`src/rtl/regbank_spec.sv`:
```
module regbank_spec #(
  parameter int DATA_W    = 32,
  parameter int NUM_GPR   = 32,
  parameter int MEM_WORDS = 1024
) (
  input  logic              clk,
  input  logic              rst_n,
  input  logic              wr_en,
  input  logic [5:0]        wr_sel,
  input  logic [DATA_W-1:0] wr_data,
  input  logic              rd_a_en,
  input  logic [5:0]        rd_a_sel,
  output logic [DATA_W-1:0] rd_a_data,
  input  logic              rd_b_en,
  input  logic [5:0]        rd_b_sel,
  output logic [DATA_W-1:0] rd_b_data,
  input  logic [3:0]        flag_set,
  input  logic [3:0]        flag_clr,
  input  logic              sp_we,
  input  logic [DATA_W-1:0] sp_wdata,
  output logic [DATA_W-1:0] sp_q,
  output logic              flag_ovf,
  output logic              flag_zero,
  output logic              flag_sign,
  output logic              flag_par,
  output logic              err_q
);

  localparam logic [5:0]        GPR_LIMIT = 6'(NUM_GPR);
  localparam logic [DATA_W-1:0] SP_INIT   = DATA_W'(MEM_WORDS - 1);

  logic [DATA_W-1:0] gpr [NUM_GPR];
  logic [DATA_W-1:0] reg_rg, reg_rd, reg_pc, reg_flag, flag_nx;

  logic wr_bad, a_bad, b_bad, wr_spec;

  assign wr_bad  = ~wr_sel[5]   & ({1'b0, wr_sel[4:0]}   >= GPR_LIMIT);
  assign a_bad   = ~rd_a_sel[5] & ({1'b0, rd_a_sel[4:0]} >= GPR_LIMIT);
  assign b_bad   = ~rd_b_sel[5] & ({1'b0, rd_b_sel[4:0]} >= GPR_LIMIT);
  assign wr_spec = wr_en & wr_sel[5];

  always_comb begin
    rd_a_data = '0;
    if (rd_a_sel[5]) begin
      case (rd_a_sel[1:0])
        2'd0:    rd_a_data = reg_rg;
        2'd1:    rd_a_data = reg_rd;
        2'd2:    rd_a_data = reg_pc;
        default: rd_a_data = reg_flag;
      endcase
    end else if (!a_bad) begin
      rd_a_data = gpr[rd_a_sel[4:0]];
    end
  end

  always_comb begin
    rd_b_data = '0;
    if (rd_b_sel[5]) begin
      case (rd_b_sel[1:0])
        2'd0:    rd_b_data = reg_rg;
        2'd1:    rd_b_data = reg_rd;
        2'd2:    rd_b_data = reg_pc;
        default: rd_b_data = reg_flag;
      endcase
    end else if (!b_bad) begin
      rd_b_data = gpr[rd_b_sel[4:0]];
    end
  end

  always_ff @(posedge clk or negedge rst_n) begin
    if (!rst_n) begin
      for (int i = 0; i < NUM_GPR; i++) gpr[i] <= '0;
    end else if (wr_en && !wr_sel[5] && !wr_bad) begin
      for (int i = 0; i < NUM_GPR; i++)
        if (wr_sel[4:0] == 5'(i)) gpr[i] <= wr_data;
    end
  end

  always_comb begin
    flag_nx = reg_flag;
    if (wr_spec && wr_sel[1:0] == 2'd3) flag_nx = wr_data;
    flag_nx[3:0] = (flag_nx[3:0] & ~flag_clr) | flag_set;
  end

  always_ff @(posedge clk or negedge rst_n) begin
    if (!rst_n) begin
      reg_rg   <= '0;
      reg_rd   <= '0;
      reg_pc   <= '0;
      reg_flag <= '0;
    end else begin
      if (wr_spec && wr_sel[1:0] == 2'd0) reg_rg <= wr_data;
      if (wr_spec && wr_sel[1:0] == 2'd1) reg_rd <= wr_data;
      if (wr_spec && wr_sel[1:0] == 2'd2) reg_pc <= wr_data;
      reg_flag <= flag_nx;
    end
  end

  always_ff @(posedge clk or negedge rst_n) begin
    if (!rst_n)     sp_q <= SP_INIT;
    else if (sp_we) sp_q <= sp_wdata;
  end

  always_ff @(posedge clk or negedge rst_n) begin
    if (!rst_n) err_q <= 1'b0;
    else        err_q <= err_q | (wr_en & wr_bad) | (rd_a_en & a_bad) | (rd_b_en & b_bad);
  end

  assign flag_ovf  = reg_flag[0];
  assign flag_zero = reg_flag[1];
  assign flag_sign = reg_flag[2];
  assign flag_par  = reg_flag[3];


  err_sticky_chk: assert property (@(posedge clk) disable iff (!rst_n)
    err_q |=> err_q);


  bad_access_chk: assert property (@(posedge clk) disable iff (!rst_n)
    ((wr_en && wr_bad) || (rd_a_en && a_bad) || (rd_b_en && b_bad)) |=> err_q);


  bad_read_zero_chk: assert property (@(posedge clk) disable iff (!rst_n)
    a_bad |-> rd_a_data == '0);


  flag_set_chk: assert property (@(posedge clk) disable iff (!rst_n)
    (|flag_set) |=> ((reg_flag[3:0] & $past(flag_set)) == $past(flag_set)));


  flag_clr_chk: assert property (@(posedge clk) disable iff (!rst_n)
    (|(flag_clr & ~flag_set)) |=> ((reg_flag[3:0] & $past(flag_clr & ~flag_set)) == 4'd0));


  spec_iso_chk: assert property (@(posedge clk) disable iff (!rst_n)
    (wr_spec && wr_sel[1:0] == 2'd0 && !sp_we) |=> ($stable(reg_rd) && $stable(reg_pc) && $stable(sp_q)));


  sp_init_chk: assert property (@(posedge clk)
    !rst_n |=> sp_q == SP_INIT);

endmodule

```
`config.mk`:
```
export PLATFORM = sky130hd
export DESIGN_NAME = regbank_spec
export DESIGN_NICKNAME = d
export VERILOG_FILES = /design/src/rtl/regbank_spec.sv
export SDC_FILE = /design/constraint.sdc
export NUM_CORES = 2
export LEC_CHECK = 0
export BUFFER_PORTS_ARGS = -buffer_cell sky130_fd_sc_hd__buf_4
export CORE_MARGIN = 1
export CORE_UTILIZATION = 35
export CTS_CLUSTER_DIAMETER = 120
export CTS_CLUSTER_SIZE = 14
export DETAILED_ROUTE_END_ITERATION = 12
export MAX_ROUTING_LAYER = met4
export PLACE_DENSITY = 0.52
export SKIP_LAST_GASP = 1
export SLEW_MARGIN = 10
export SYNTH_ARGS = -nofsm -noshare
export SYNTH_HDL_FRONTEND = slang
export SYNTH_SLANG_ARGS = --single-unit
```
`constraint.sdc`:
```
create_clock -name clk -period 2.4 [get_ports clk]
set_clock_uncertainty 0.15 [all_clocks]
set_input_delay 0.24 -clock clk [delete_from_list [all_inputs] [get_ports clk]]
set_output_delay 0.24 -clock clk [all_outputs]
set_load 0.01 [all_outputs]
```
==> impl_metrics.py <==
metrics = {
    "run_status": {
        "outcome": "finished with violations",
        "violations": "setup timing",
    },
    "routing": {
        "drtPass1Iterations": 5,
        "drc": 0,
        "drtIter0Drc": 3365,
        "wl_mm": 216,
        "wl_per_cell_um": 32.0,
        "viasPerCell": 5.87,
        "ant_nets": 0,
        "vias": 39774,
    },
    "timing": {
        "worst_slack_ns": -0.479,
        "period_share": 1.20,
        "hold_viol": 0,
        "max_freq_mhz": 347,
        "final.min_clock_period_ns": 2.88,
        "slew-limit-headroom": 0.528,
        "timing.hold.ws_ns": 0.0742,
        "slew_violations": 0,
        "tightest_slew_ns": 0.708,
        "rsz0062_at_grt": "true",
        "setup_viol": 64,
    },
    "power_and_ir_drop": {
        "clkPwrFrac": 0.291,
        "pwr-share-seq": 0.488,
        "p_comb_frac": 0.221,
        "powerDensity_mw_per_mm2": 675,
        "peakVddDrop_v": 0.000543,
        "power_w": 0.0508,
        "p_leak_nw": 33.4,
        "swShare": 0.276,
        "p_sw_w": 0.0140,
        "p_int_w": 0.0368,
    },
    "yosys": {
        "synth_flop_cell": "dfrtp_1",
        "synth_top_family_by_area": "multiplexers",
        "synth_compound_area_frac": 0.0247,
        "yosysSeqAreaShare": 0.477,
        "synth_edf_count": 0,
        "synth-simple-area-share": 0.0162,
        "synth_seq_cells": 1184,
        "ys_types": 44,
        "synthXorXnorAreaFrac": 0,
        "syn-num-nets": 4012,
        "synthAdderAreaFrac": 0,
        "synth_warnings": 0,
        "synth_area_sq_mm": 0.0621,
        "async_flop_share": 1.00,
        "syn_inst": 3916,
        "yosys-mux-area-fraction": 0.450,
        "syn_avg_cell_area_sq_um": 15.9,
    },
    "cells_and_area": {
        "fill_cells": 15915,
        "area_growth_pct": 21.4,
        "drive_gt1_frac": 0.621,
        "fin_nets": 4505,
        "final_common_cell": "dfrtp_1",
        "layout_common_cells": "dfrtp_1, mux2_2, mux4_2",
    },
    "grt": {
        "grt.total_usage": 0.250,
        "grt_pass1_wl_mm": 315,
        "grt_max_degree": 85,
        "antenna_found_initial": 12,
        "grt-ovfl-total": 0,
        "grt_pass1_vias": 41795,
    },
    "floorplanning": {
        "dieHeight_um": 423,
        "ios": 197,
        "die_x_um": 423,
        "dieArea_sq_mm": 0.179,
        "rows": 154,
        "start_util": 0.353,
        "core_sq_mm": 0.176,
    },
    "setup_path": {
        "worst-setup-path-type": "flop to output port",
        "rr_worst_depth": 2,
        "cp_top_family": "multiplexers",
        "cp.required_ns": 2.01,
        "worstSetupStartpoint": "gpr[404]",
        "critPathLaunchType": "flop",
        "path_buf_inv": 2,
        "cp-end-kind": "output port",
        "arrival_ns": 2.49,
        "reg2reg_setup_slack_ns": 0.88,
        "slowest_stage": "mux4_2",
        "crit_chain": "mux4_2 -> mux2_4 -> a22oi_2 -> o211ai_1 -> buf_4 -> buf_6",
        "critPathMaxFanout": 3,
        "worstReg2RegEnd": "gpr[614]",
        "critPathMaxStageDelay_ns": 0.47,
        "r2r_start": "gpr[614]",
        "crit_cells": 6,
    },
    "clocking": {
        "cts_htree_levels": 3,
        "cts.sinks": 1184,
        "clockBufferDepth": 3,
        "root_buffer": "clkbuf_16",
        "clkSlewWorstSetupHoldPaths_ns": 0.07,
        "tritoncts": "built",
        "numCtsBuffers": 94,
        "clk_latency_ns": 0.74,
    },
    "min_path": {
        "min_to": "reg_flag[1]",
        "min_from": "flag_set[1]",
        "hold_class": "primary input to flop",
        "holdPathStages": 3,
    },
    "placement": {
        "gp_congestion": 0.820,
        "portBuffers": 193,
        "dp_hpwl_mm": 139,
    },
    "job": {
        "cap_violations": 0,
    },
}
## worst min-delay path, cell delays in order
cell	delay, ns
buf_4	0.07
o21bai_1	0.08
dlygate4sd3_1	0.53
## power groups by stage
| stage | logic, W | registers [W] | clock network [W] |
|---|---|---|---|
| after global routing | 0.0120 | 0.0252 | 0.0159 |
| after global placement | 0.0103 | 0.0251 | 0 |
| after floorplan | 0.00708 | 0.0244 | 0 |
| after CTS | 0.0112 | 0.0248 | 0.0152 |
| final | 0.0112 | 0.0248 | 0.0148 |
| after detailed placement | 0.0104 | 0.0252 | 0 |
## through the flow
step / setup TNS, ns / worst slack [ns] / cell area, sq um / util / instances
final: -21.03 / -0.479 / 75400 / 0.428 / 6772
after global placement: -11.87 / -0.616 / 70300 / 0.399 / 6471
after CTS: -25.05 / -0.536 / 75000 / 0.426 / 6742
after floorplan: 0 / 0.131 / 62100 / - / 3916
after detailed placement: -11.95 / -0.629 / 70300 / 0.399 / 6471
after global routing: -26.62 / -0.559 / 75400 / 0.428 / 6771
## how the worst max path moves through the flow
stage	endpoint	slack [ns]
detailed placement	rd_b_data[6]	-0.63
floorplan	rd_a_data[31]	0.13
global route	rd_a_data[20]	-0.56
finish	rd_a_data[20]	-0.48
global placement	rd_b_data[6]	-0.62
CTS	rd_a_data[20]	-0.54
## Yosys cell counts (2+ instances only)
cell type	n	area [sq um]
o221ai_1	3	26.3
nand2b_1	24	150
clkbuf_1	178	668
mux2i_1	126	1260
or4_1	32	240
and3_1	4	25.0
mux2_4	30	450
dfrtp_1	1174	29400
nor3_2	3	30.0
dfstp_2	10	263
o21ai_1	32	160
nand2_1	62	233
or3b_2	3	26.3
buf_4	38	285
a22o_1	2	17.5
o211ai_1	6	45.0
mux2_2	1154	13000
nand3_1	12	60.1
mux4_2	578	13000
o21bai_1	4	30.0
buf_1	18	67.6
a31oi_1	2	12.5
buf_2	163	816
o22ai_1	128	801
buf_6	13	146
nor2b_1	11	68.8
a22oi_1	31	233
o211a_1	20	200
mux2_1	17	191
nand3b_1	3	22.5
nor3_1	3	15.0
nor2_1	20	75.1
## state kept, by name, indices dropped and copies added (netlist names)
register  count
gpr        1024
reg_flag     32
reg_pc       32
reg_rd       32
reg_rg       32
sp_q         32
## cells by family after synthesis
logic type | count (synthesis)
AOI/OAI and AO/OA | 229
buffers and inverters | 412
muxes | 1905
DFF | 1184
and+or+nand+nor | 185
other | 1
## metal layers
metal / share of wire / vias to the layer above / global-route usage
met5: 0 / - / -
met4: 0.029 / 0 / 0.0691
met3: 0.046 / 318 / 0.0354
met2: 0.49 / 1030 / 0.401
met1: 0.43 / 22166 / 0.332
li1: - / 16260 / -
## timing repair
item / in CTS / in global routing
hold endpoints to repair: 2296 / 0
resized for setup: 161 / 37
pin swaps: 68 / 49
endpoints found under the setup margin: 64 / 64
buffers inserted: 53 / 23
hold buffers: 110 / 0
## area by class of cell
cell class	count	area, sq um	share of cell area
multi-input combinational	2320	31500	0.418
sequential	1184	29600	0.393
clock buffer	108	2470	0.0328
inverter	1	3.75	0.0000498
tap	2340	2930	0.0389
clock inverter	4	46.3	0.000614
antenna	7	17.5	0.000232
timing repair buffer	808	8740	0.116
(Power assumes the default switching activity.)
